### src/rtl/dmc_pkg.sv
package dmc_pkg;

    // Default matrix geometry: symbol width, rows and columns.
    localparam int DMC_SYM_W = 4;
    localparam int DMC_ROWS  = 2;
    localparam int DMC_COLS  = 4;

    // Distance in columns between the two symbols added for one sum.
    function automatic int pair_span(input int cols);
        return cols / 2;
    endfunction

    // Width of one horizontal sum: one carry bit above the symbol.
    function automatic int sum_width(input int sym_w);
        return sym_w + 1;
    endfunction

endpackage

### src/rtl/dmc_hsum.sv
module dmc_hsum
    import dmc_pkg::*;
#(
    parameter int SYM_W = DMC_SYM_W,
    parameter int ROWS  = DMC_ROWS,
    parameter int COLS  = DMC_COLS,
    localparam int DATA_W = SYM_W * ROWS * COLS,
    localparam int HALF   = pair_span(COLS),
    localparam int SUM_W  = sum_width(SYM_W),
    localparam int H_W    = ROWS * HALF * SUM_W
) (
    input  logic [DATA_W-1:0] data,
    output logic [H_W-1:0]    hchk
);

    // One adder per symbol pair: left half of a row plus right half.
    for (genvar r = 0; r < ROWS; r++) begin : g_row
        for (genvar p = 0; p < HALF; p++) begin : g_pair
            localparam int LO_SYM = r * COLS + p;
            localparam int HI_SYM = LO_SYM + HALF;
            localparam int SLOT   = r * HALF + p;

            logic [SUM_W-1:0] lo_ext;
            logic [SUM_W-1:0] hi_ext;

            always_comb begin
                lo_ext = {1'b0, data[LO_SYM*SYM_W +: SYM_W]};
                hi_ext = {1'b0, data[HI_SYM*SYM_W +: SYM_W]};
                hchk[SLOT*SUM_W +: SUM_W] = lo_ext + hi_ext;
            end
        end
    end

endmodule

### src/rtl/dmc_vpar.sv
module dmc_vpar
    import dmc_pkg::*;
#(
    parameter int SYM_W = DMC_SYM_W,
    parameter int ROWS  = DMC_ROWS,
    parameter int COLS  = DMC_COLS,
    localparam int DATA_W = SYM_W * ROWS * COLS,
    localparam int V_W    = SYM_W * COLS
) (
    input  logic [DATA_W-1:0] data,
    output logic [V_W-1:0]    vchk
);

    // Each bit position of a row is folded over all rows.
    for (genvar j = 0; j < V_W; j++) begin : g_col
        logic [ROWS-1:0] column;

        for (genvar r = 0; r < ROWS; r++) begin : g_tap
            assign column[r] = data[r*V_W + j];
        end

        assign vchk[j] = ^column;
    end

endmodule

### src/rtl/dmc_enc_top.sv
module dmc_enc_top
    import dmc_pkg::*;
#(
    parameter int SYM_W = DMC_SYM_W,
    parameter int ROWS  = DMC_ROWS,
    parameter int COLS  = DMC_COLS,
    localparam int DATA_W = SYM_W * ROWS * COLS,
    localparam int HALF   = pair_span(COLS),
    localparam int SUM_W  = sum_width(SYM_W),
    localparam int H_W    = ROWS * HALF * SUM_W,
    localparam int V_W    = SYM_W * COLS
) (
    input  logic              clk,
    input  logic              rst,
    input  logic              wr_valid,
    input  logic [DATA_W-1:0] wr_data,
    output logic              cw_valid,
    output logic [DATA_W-1:0] cw_info,
    output logic [H_W-1:0]    cw_hchk,
    output logic [V_W-1:0]    cw_vchk
);

    typedef struct packed {
        logic [V_W-1:0]    vchk;
        logic [H_W-1:0]    hchk;
        logic [DATA_W-1:0] info;
    } codeword_t;

    codeword_t cw_next;
    codeword_t cw_q;
    logic      valid_q;

    dmc_hsum #(.SYM_W(SYM_W), .ROWS(ROWS), .COLS(COLS)) u_hsum (
        .data (wr_data),
        .hchk (cw_next.hchk)
    );

    dmc_vpar #(.SYM_W(SYM_W), .ROWS(ROWS), .COLS(COLS)) u_vpar (
        .data (wr_data),
        .vchk (cw_next.vchk)
    );

    assign cw_next.info = wr_data;

    // The codeword is loaded only for a valid word and held otherwise.
    always_ff @(posedge clk) begin
        if (rst) begin
            cw_q    <= '0;
            valid_q <= 1'b0;
        end else begin
            valid_q <= wr_valid;
            if (wr_valid) begin
                cw_q <= cw_next;
            end
        end
    end

    assign cw_valid = valid_q;
    assign cw_info  = cw_q.info;
    assign cw_hchk  = cw_q.hchk;
    assign cw_vchk  = cw_q.vchk;

endmodule

### config.mk
export PLATFORM = sky130hd
export DESIGN_NAME = dmc_enc_top
export DESIGN_NICKNAME = d
export VERILOG_FILES = /design/src/rtl/dmc_pkg.sv /design/src/rtl/dmc_hsum.sv /design/src/rtl/dmc_vpar.sv /design/src/rtl/dmc_enc_top.sv
export SDC_FILE = /design/constraint.sdc
export NUM_CORES = 1
export LEC_CHECK = 0
export ABC_CLOCK_PERIOD_IN_PS = 1650
export BUFFER_PORTS_ARGS = -buffer_cell sky130_fd_sc_hd__buf_2
export CAP_MARGIN = 15
export CELL_PAD_IN_SITES_DETAIL_PLACEMENT = 1
export CELL_PAD_IN_SITES_GLOBAL_PLACEMENT = 1
export CORE_UTILIZATION = 35
export DETAILED_ROUTE_END_ITERATION = 10
export GPL_TIMING_DRIVEN = 0
export PLACE_DENSITY_LB_ADDON = 0.08
export SETUP_SLACK_MARGIN = 0.5
export SLEW_MARGIN = 20
export SYNTH_ARGS = -nofsm -noshare
export SYNTH_HDL_FRONTEND = slang
export SYNTH_SLANG_ARGS = --single-unit
### constraint.sdc
create_clock -name clk -period 1.65 [get_ports clk]
set_clock_uncertainty 0.1 [all_clocks]
set_input_delay 0.165 -clock clk [delete_from_list [all_inputs] [get_ports clk]]
set_output_delay 0.165 -clock clk [all_outputs]
set_load 0.03 [all_outputs]
# After elaboration in Yosys (flattened, before gate mapping)
# Cells that the tools add are included.
# totals
inputBits,35
elab_cells,24
ff_bits,69
output_inout_bits,69
# op_classes
n_reduce_logical,16
n_addsub,4
# ops
op,count
XOR reduction 2 bit,16
adder 4 x 4 -> 5 bit,4

# Longest topological paths before layout
# Gate-level depths: netlist of the first run.
# logic_depth
ltp_word,1
mapped_depth,6
mapped_depth_nobuf,6

# Modules after synthesis
# From an unflattened synthesis of the first run, not the netlist that was laid out.
# hier_totals
hier_cells,297
hier_area_um2,3100.5
# modules_own_cells
mod,instances,cells_per_inst,seq_area_each_um2,area_each_um2
dmc_enc_top,1,222,1381.3,2432.3
dmc_hsum,1,59,0.0,528.0
dmc_vpar,1,16,0.0,140.1

# Least setup slack after synthesis of the first run
# No wires, ideal clock.
# synth_path
path_kind,in2reg
startpoint,input port wr_data[4]
endpoint,"register cw_q, in the netlist cw_hchk[9]"
setup_time_ns,0.138
path_stages,5
required_ns,1.412
n_path_buf,0
arrival_time_ns,1.132
path_slack_ns,0.280
path_cell_list,ha_1 > fa_1 > a21o_1 > a21oi_1 > a211oi_1
# synth_via
elab_chain_len,1
# synth_lines
element,line,source
start: declaration,dmc_enc_top.sv:16,"input logic [DATA_W-1:0] wr_data,"
adder 4 x 4 -> 5 bit,dmc_hsum.sv:29,hchk[SLOT*SUM_W +: SUM_W] = lo_ext + hi_ext;
end signal: assignment,dmc_enc_top.sv:53,cw_q <= cw_next;
end: declaration,dmc_enc_top.sv:30,codeword_t cw_q;
# Every way passes these cells.
# A chain may end at the register's enable or synchronous reset.

# Final worst setup path of the first run
# layout_path
startpoint,input port wr_data[24]
endpoint,"register cw_q, in the netlist cw_hchk[14]"
# Same word-level chain as after synthesis.

==> reports/metrics.yaml, run 1 <==
outcome:
  status: "finished, violations left"
  violations: "hold timing"
layout:
  utilization_pct: 51.5
  regArea_um2: 1390
  final_net_count: 478
  antenna_cells: 0
  drive_above_1_share_pct: 37.5
  nFillCells: 982
  multi_input_comb_area_um2: 1640
  area_growth_pct: 40.6
placement:
  gp_congestion: 0.764
  preCtsSetupSlack_ps: 73.7
  hpwl_um: 6940
  portBuffers: 103
drt:
  first_iter_violations: 61
  drcViolationCount: 0
  routed_wl_um: 9320
  vias: 2628
  avgViaCountPerCell: 4.94
  drt-pass1-iter-count: 4
  routedWlPerCell_um: 17.5
  ant_nets: 0
synthesis:
  ys_warn_count: 0
  yosysUniqueCellTypes: 24
  postSynthAreaPerCell_um2: 9.99
  synth_simple_gate_area_share_pct: 10.5
  muxShareOfSynthArea_pct: 13.2
  synth-compound-area-share_pct: 11.0
  synth-edff-count: 0
  async_flop_share_pct: 0
  synth_cells: 304
  synth_top_family_by_area: "multiplexers"
  ys_seq_area_share_pct: 45.5
  synthFlopType: "dfxtp_1"
  synth_top_area_share_pct: 45.5
  synth.area.top_cells: "dfxtp_1 45%, mux2i_1 13%, nor2_1 7.9%"
  ys_ff_latch: 69
  yosysTopAreaCell: "dfxtp_1"
  synthAdderAreaFrac_pct: 9.23
  synth_xor_area_share_pct: 5.77
  syn-num-nets: 359
  netlist_area_um2: 3040
  synthTopCellsByCount: "69 x dfxtp_1, 64 x nor2_1, 40 x mux2i_1"
  yosysMostFrequentCell: "dfxtp_1"
timing:
  worst_slack_ps: 508
  rsz0062_at_grt: "yes"
  final.min_clock_period_ps: 1140
  slew_headroom_pct: 54.8
  whs_ps: -3.91
  tns_ps: 0
  final-hold-violation-count: 1
  tightestPinTransition_ps: 678
  max_freq_mhz: 876
  drv_slew: 0
  finalCritPeriodShare_pct: 69.2
  setup_viol: 0
floorplanning:
  die_h_um: 95.2
  std_cell_rows: 33
  die-area_um2: 9060
  ios: 104
  core_um2: 8300
  die_x_um: 95.2
  start_util_pct: 36.6
global_route:
  grt-ovfl-total: 0
  grt_pass1_vias: 2671
  antenna_found_initial: 0
  grt_max_degree: 11
  track_usage_pct: 21.7
  grt_pass1_wl_um: 14200
cts:
  cts_tree: "yes"
  cts.sink_count: 69
  cts-root-buf: "clkbuf_8"
  htreeDepth: 3
  cts_buffers: 9
  cts.clk_slew.worst_paths_ps: 60
  clk_path_buf_depth: 2
  clk_latency_ps: 340
run:
  max_cap_viol_count: 0
critical_path:
  worst_r2r_path_depth: 2
  startpoint_type: "input pin"
  crit_type: "input pin to flip-flop"
  worstPathArrival_ps: 1280
  crit_path_end_kind: "flip-flop"
  crit_required_ps: 1790
  path_max_fanout: 3
hold_path:
  hold_depth: 3
  hold_class: "input pin to flip-flop"
pwr:
  p_total_mw: 4.10
  pwr_density_cell_nw_per_um2: 959
  p_leak_nw: 1.97
  peakVddDrop_uv: 465
critical path: stages:
cell and delay (ps):
buf_8 80, ha_4 130, inv_2 40, fa_2 370, nor2b_2 140, o21ai_1 80, a311oi_1 270
per-stage QoR:
| step | cells | cell area (µm²) |
|---|---|---|
| 2_1_floorplan | 304 | 3150 |
| 3_3_place_gp | 512 | 3800 |
| 3_5_place_dp | 512 | 3800 |
| 4_1_cts | 529 | 4050 |
| 5_1_grt | 532 | 4270 |
| 6_report | 532 | 4270 |
worst paths after layout:
check / startpoint / to / slack [ps]
max reg2reg: cw_hchk[14] / cw_hchk[14] / 780
max: wr_data[24] / cw_hchk[14] / 510
min: wr_data[24] / cw_info[24] / -4
min reg2reg: cw_vchk[13] / cw_vchk[13] / 390
cells in the final DEF, fill, tap and decap left out, drive strengths merged:
| master | instances |
|---|---|
| clkinv | 2 |
| xnor2 | 20 |
| a211oi | 21 |
| buf | 109 |
| ha | 16 |
| fa | 4 |
| nand3 | 1 |
| o21ai | 3 |
| o311ai | 1 |
| a311oi | 3 |
| nor2b | 4 |
| a21o | 4 |
| a2111o | 4 |
| inv | 14 |
| nor2 | 64 |
| nand2 | 6 |
| clkbuf | 28 |
| or3 | 3 |
| a21oi | 5 |
| dlygate4sd3 | 2 |
| dfxtp | 69 |
| nand4 | 1 |
| mux2i | 40 |
| o221ai | 3 |
registers in the layout (all words and copies together), names as in the netlist:
| name | count |
|---|---|
| cw_hchk | 20 |
| cw_info | 32 |
| cw_valid | 1 |
| cw_vchk | 16 |
power breakdown:
group / leakage [nW] / internal [mW] / switching [mW]
Combinational: 1.31 / 0.433 / 0.622
Sequential: 0.573 / 1.79 / 0.0697
Clock: 0.0833 / 0.576 / 0.604
Total: 1.97 / 2.80 / 1.30
cells by family after synthesis:
group | after synthesis
and+or+nand+nor | 79
AOI/OAI and AO/OA | 44
adders and majority gates | 20
DFF | 69
xor gates and xnor gates | 20
muxes | 40
buffers and inverters | 32
cell type report:
class	count	share of cell area, %
multi-input combinational	203	38.3
tap	105	3.08
clock buffer	13	3.49
timing repair buffer	108	18.8
sequential	69	32.5
inverter	14	1.23
clock inverter	2	0.234
buffer	18	2.37
layer usage:
layer / part of all wire (%) / track usage [%]
met3: 5.9 / 4.86
met5: 0 / 0
met1: 48 / 29.2
met4: 1.8 / 9.34
met2: 45 / 33.3
timing repair:
item / in CTS / in global routing
hold buffers: 1 / 1
gates resized for setup: 27 / 112
pin swaps: 6 / 10
endpoints found under the hold margin: 1 / 1
setup buffers: 1 / 2
endpoints found under the setup margin: 22 / 81
Note: power is estimated with default switching activity, not from simulation.
==> run 2: changes to the inputs <==
--- a/config.mk
+++ b/config.mk
@@ -5,12 +5,12 @@
 export SDC_FILE = /design/constraint.sdc
 export NUM_CORES = 1
 export LEC_CHECK = 0
-export ABC_CLOCK_PERIOD_IN_PS = 1650
+export ABC_CLOCK_PERIOD_IN_PS = 1050
 export BUFFER_PORTS_ARGS = -buffer_cell sky130_fd_sc_hd__buf_2
 export CAP_MARGIN = 15
 export CELL_PAD_IN_SITES_DETAIL_PLACEMENT = 1
 export CELL_PAD_IN_SITES_GLOBAL_PLACEMENT = 1
-export CORE_UTILIZATION = 35
+export CORE_UTILIZATION = 34
 export DETAILED_ROUTE_END_ITERATION = 10
 export GPL_TIMING_DRIVEN = 0
 export PLACE_DENSITY_LB_ADDON = 0.08
==> constraint.sdc (replaced) <==
create_clock -name clk -period 1.05 [get_ports clk]
set_clock_uncertainty 0.1 [all_clocks]
set_input_delay 0.105 -clock clk [delete_from_list [all_inputs] [get_ports clk]]
set_output_delay 0.105 -clock clk [all_outputs]
set_load 0.03 [all_outputs]
==> reports/metrics.yaml, run 2 (synthesized netlist as in run 1, its figures left out) <==
placement:
  portBuffers: 103  # unchanged
  place_area_um2: 4210  # was 3800 µm²
  preCtsSetupSlack_ps: -423  # was 73.7 ps
  gp_congestion: 0.739  # was 0.764
  hpwl_um: 7290  # was 6940 µm
  placed_cells: 515  # was 512
pwr:
  pwr_density_cell_nw_per_um2: 1340  # was 959 nW/µm²
  p_total_mw: 7.24  # was 4.10 mW
  peakVddDrop_uv: 750  # was 465 µV
  p_leak_nw: 2.29  # was 1.97 nW
floorplanning:
  die-area_um2: 9320  # was 9060 µm²
  core_um2: 8680  # was 8300 µm²
  std_cell_rows: 34  # was 33
  die_x_um: 96.5  # was 95.2 µm
  die_h_um: 96.5  # was 95.2 µm
  ios: 104  # unchanged
  start_util_pct: 35.0  # was 36.6%
cts:
  cts-root-buf: "clkbuf_8"  # unchanged
  cts.clk_slew.worst_paths_ps: 70  # was 60 ps
  cts_buffers: 9  # unchanged
  htreeDepth: 3  # unchanged
  clk_path_buf_depth: 2  # unchanged
  cts.sink_count: 69  # unchanged
  cts_tree: "yes"  # unchanged
  clk_latency_ps: 340  # about the same
timing:
  max_freq_mhz: 956
  drv_slew: 0  # unchanged
  final.min_clock_period_ps: 1050
  final-hold-violation-count: 12  # was 1
  whs_ps: -94.9  # was -3.91 ps
  slew_headroom_pct: 73.6  # was 54.8%
  worst_slack_ps: 4.07  # was 508 ps
  rsz0062_at_grt: "yes"  # unchanged
  finalCritPeriodShare_pct: 99.6
  setup_viol: 0  # unchanged
  tightestPinTransition_ps: 393  # was 678 ps
  tns_ps: 0  # unchanged
drt:
  avgViaCountPerCell: 4.96  # was 4.94
  ant_nets: 0  # unchanged
  routedWlPerCell_um: 19.2  # was 17.5 µm
  routed_wl_um: 10600  # was 9320 µm
  drt-pass1-iter-count: 4  # unchanged
  first_iter_violations: 72  # was 61
  vias: 2746  # was 2628
  drcViolationCount: 0  # unchanged
global_route:
  grt-ovfl-total: 0  # unchanged
  track_usage_pct: 23.5  # was 21.7%
  antenna_found_initial: 0  # unchanged
  grt_max_degree: 13  # was 11
  grt_pass1_wl_um: 15600  # was 14200 µm
  grt_pass1_vias: 2808  # was 2671
critical_path:
  critPathSlowestCell: "fa_2"  # unchanged
  startpoint: "wr_data[12]"  # was wr_data[24]
  startpoint_type: "input pin"  # unchanged
  path_max_fanout: 2  # was 3
  crit_required_ps: 1170  # was 1790 ps
  crit_type: "input pin to flip-flop"  # unchanged
  crit_path_end_kind: "flip-flop"  # unchanged
  worstPathArrival_ps: 1170  # was 1280 ps
  r2r_slack_ps: 80  # was 780 ps
  crit_family: "adder cells"  # unchanged
  path_buf_inv: 1  # was 2
  crit_path_max_incr_delay_ps: 380  # was 370 ps
  crit-reg2reg-launch: "cw_hchk[4]"  # was cw_hchk[14]
  crit_chain: "buf_8, ha_4, fa_2, a21o_1, a21oi_2, a211oi_1"  # was buf_8, ha_4, inv_2, fa_2, nor2b_2, o21ai_1, a311oi_1
layout:
  drive_above_1_share_pct: 62.8  # was 37.5%
  largest_reg_flops: 32  # unchanged
  utilization_pct: 62.1  # was 51.5%
  final_net_count: 496  # was 478
  antenna_cells: 0  # unchanged
  final_common_cell: "buf_6"  # was nor2_1
  final_cell_mix: "83 x buf_6, 66 x dfxtp_4, 56 x nor2_1"  # was 64 x nor2_1, 63 x dfxtp_1, 57 x buf_4
  final_area_um2: 5390  # was 4270 µm²
  stdcell_count: 554  # was 532
  area_growth_pct: 77.3  # was 40.6%
outcome:
  violations: "hold timing"  # unchanged
  status: "finished, violations left"  # unchanged
hold_path:
  min_from: "rst"  # was wr_data[24]
  hold_class: "input pin to flip-flop"  # unchanged
run:
  max_cap_viol_count: 0  # unchanged
-- run 2: cell count changes in the layout (fill, tap and decap cells not counted), sizes merged --
cell	before	now
clkinvlp	0	1
dlygate4sd3	2	0
bufinv	0	1
buf	109	139
clkbuf	28	17
-- run 2: area by class of cell --
class                   instances  area, µm²
clock inverters                 4       47.5
multi-input cells             203       1840
inverters                      14       52.6
repair buffers                126       1300
fillers                       892       3290
plain buffers                  18        224
flip-flops and latches         69       1630
clock buffers                  12        155
well taps                     108        135
-- run 2: power by group --
| group | internal [mW] | switching [mW] | leakage (nW) | total (mW) |
|---|---|---|---|---|
| clock network | 1.22 | 1.00 | 0.102 | 2.22 |
| registers | 2.78 | 0.148 | 0.614 | 2.92 |
| logic | 1.01 | 1.09 | 1.57 | 2.10 |
| total | 5.00 | 2.24 | 2.29 | 7.24 |
-- run 2: final timing paths --
kind | to | depth (start not counted)
hold reg to reg | cw_vchk[7] | 2
setup reg to reg | cw_hchk[4] | 4
hold / removal | cw_valid | 2
setup / recovery | cw_hchk[9] | 6
-- run 2: layer usage --
metal,GRT usage [%],part of all wire [%],vias up
li1,-,-,1325
met1,29.7,45,1344
met2,39.3,49,70
met3,6.26,5.0,7
met4,6.99,0.93,0
met5,0,0,-
-- run 2: timing repair --
item | CTS | global route
setup endpoints to repair | 137 | 137
buffers inserted | 17 | 6
resized for setup | 198 | 31
pin swaps | 24 | 20
endpoints found under the hold margin | 22 | 9
-- run 2: worst register-to-register path: stages, from the launching register on --
cell      delay, ps
dfxtp_2         340
buf_4           100
buf_4            90
nor2_1           30
a311oi_1        220
==> run 3: changes to the inputs <==
--- a/config.mk
+++ b/config.mk
@@ -10,6 +10,7 @@
 export CAP_MARGIN = 15
 export CELL_PAD_IN_SITES_DETAIL_PLACEMENT = 1
 export CELL_PAD_IN_SITES_GLOBAL_PLACEMENT = 1
+export CORE_ASPECT_RATIO = 1.2
 export CORE_UTILIZATION = 34
 export DETAILED_ROUTE_END_ITERATION = 10
 export GPL_TIMING_DRIVEN = 0
==> reports/metrics.yaml, run 3 (synthesized netlist as in run 1, its figures left out) <==
placement:
  gp_congestion: 0.741  # was 0.739
  placed_cells: 524  # was 515
  portBuffers: 103  # unchanged
  preCtsSetupSlack_ps: -423  # about the same
  hpwl_um: 7050  # was 7290 µm
  place_area_um2: 4220  # was 4210 µm²
pwr:
  p_leak_nw: 2.31  # was 2.29 nW
  p_total_mw: 7.18  # was 7.24 mW
  pwr_density_cell_nw_per_um2: 1320  # was 1340 nW/µm²
  peakVddDrop_uv: 738  # was 750 µV
critical_path:
  r2r_slack_ps: 130  # was 80 ps
  crit_required_ps: 1160  # was 1170 ps
  crit_chain: "buf_8, ha_4, fa_2, a21o_1, a21oi_2, a211oi_1"  # unchanged
  worstPathArrival_ps: 1140  # was 1170 ps
  crit_path_max_incr_delay_ps: 360  # was 380 ps
  path_buf_inv: 1  # unchanged
  startpoint_type: "input pin"  # unchanged
  crit_family: "adder cells"  # unchanged
  crit_type: "input pin to flip-flop"  # unchanged
  path_max_fanout: 2  # unchanged
  critPathSlowestCell: "fa_2"  # unchanged
  crit_path_end_kind: "flip-flop"  # unchanged
drt:
  avgViaCountPerCell: 4.93  # was 4.96
  routedWlPerCell_um: 18.8  # was 19.2 µm
  ant_nets: 0  # unchanged
  first_iter_violations: 85  # was 72
  drt-pass1-iter-count: 5  # was 4
  drcViolationCount: 0  # unchanged
  routed_wl_um: 10700  # was 10600 µm
  vias: 2796  # was 2746
layout:
  final_area_um2: 5440  # was 5390 µm²
  stdcell_count: 567  # was 554
  final_cell_mix: "81 x buf_6, 66 x dfxtp_4, 53 x nor2_1"  # was 83 x buf_6, 66 x dfxtp_4, 56 x nor2_1
  utilization_pct: 63.2  # was 62.1%
  final_common_cell: "buf_6"  # unchanged
  multi_input_comb_area_um2: 1880  # was 1840 µm²
  area_growth_pct: 79.1  # was 77.3%
  regArea_um2: 1630  # unchanged
  drive_above_1_share_pct: 63.8  # was 62.8%
  largest_reg_flops: 32  # unchanged
  nFillCells: 903  # was 892
  antenna_cells: 0  # unchanged
  final_net_count: 500  # was 496
global_route:
  grt-ovfl-total: 0  # unchanged
  grt_max_degree: 12  # was 13
  antenna_found_initial: 0  # unchanged
  grt_pass1_vias: 2916  # was 2808
  track_usage_pct: 23.4  # was 23.5%
  grt_pass1_wl_um: 15900  # was 15600 µm
outcome:
  violations: "hold timing"  # unchanged
  status: "finished, violations left"  # unchanged
cts:
  clk_path_buf_depth: 2  # unchanged
  cts.sink_count: 69  # unchanged
  htreeDepth: 3  # unchanged
  cts_tree: "yes"  # unchanged
  clk_latency_ps: 330  # was 340 ps
  cts.clk_slew.worst_paths_ps: 70  # about the same
  cts-root-buf: "clkbuf_8"  # unchanged
  cts_buffers: 9  # unchanged
timing:
  whs_ps: -99.6  # was -94.9 ps
  worst_slack_ps: 18.7  # was 4.07 ps
  drv_slew: 0  # unchanged
  final.min_clock_period_ps: 1030  # was 1050 ps
  max_freq_mhz: 970  # was 956 MHz
  setup_viol: 0  # unchanged
  rsz0062_at_grt: "yes"  # unchanged
  tns_ps: 0  # unchanged
  finalCritPeriodShare_pct: 98.2  # was 99.6%
  tightestPinTransition_ps: 395  # was 393 ps
  final-hold-violation-count: 13  # was 12
  slew_headroom_pct: 73.5  # was 73.6%
floorplanning:
  die-area_um2: 9320  # about the same
  ios: 104  # unchanged
  start_util_pct: 35.3  # was 35.0%
  core_um2: 8610  # was 8680 µm²
  die_x_um: 88.3  # was 96.5 µm
  die_h_um: 106  # was 96.5 µm
  std_cell_rows: 37  # was 34
hold_path:
  hold_class: "input pin to flip-flop"  # unchanged
run:
  max_cap_viol_count: 0  # unchanged
run 3: changes by cell type in the layout (fill, tap and decap cells not counted), sizes merged:
| cell | change |
|---|---|
| clkinvlp | -1 |
| buf | +5 |
run 3: path summary, 6_finish.rpt:
check	cells past startpoint	to	start
min	2	cw_valid	rst
max reg2reg	4	cw_vchk[15]	cw_vchk[15]
min reg2reg	2	cw_hchk[4]	cw_hchk[4]
max	6	cw_hchk[9]	wr_data[4]
run 3: where the power goes:
group          switching, mW  internal, mW  leakage, nW  total, mW
Sequential             0.146          2.78        0.614       2.92
Combinational           1.10          1.03         1.60       2.13
Clock                  0.979          1.15       0.0927       2.13
run 3: cell type report:
| class | instances | share of cell area, % |
|---|---|---|
| Tap cell | 117 | 2.69 |
| Buffer | 18 | 4.18 |
| Sequential cell | 69 | 30.0 |
| Inverter | 14 | 0.966 |
| Clock buffer | 13 | 2.74 |
| Timing Repair Buffer | 130 | 24.2 |
| Clock inverter | 3 | 0.690 |
| Multi-Input combinational cell | 203 | 34.5 |
run 3: timing repair:
action / in CTS / in global routing
buffers inserted: 25 / 2
hold endpoints to repair: 23 / 11
gates resized for setup: 198 / 39
pin swaps: 28 / 21
setup endpoints to repair: 137 / 137
run 3: layer usage:
layer	up-vias	GRT usage (%)	share of wire (%)	wire length (µm)
met5	-	0	0	0
met3	6	4.62	4.3	457
met4	0	7.49	1.2	130
met2	77	40.5	52	5560
met1	1381	28.5	42	4540
li1	1332	-	-	-
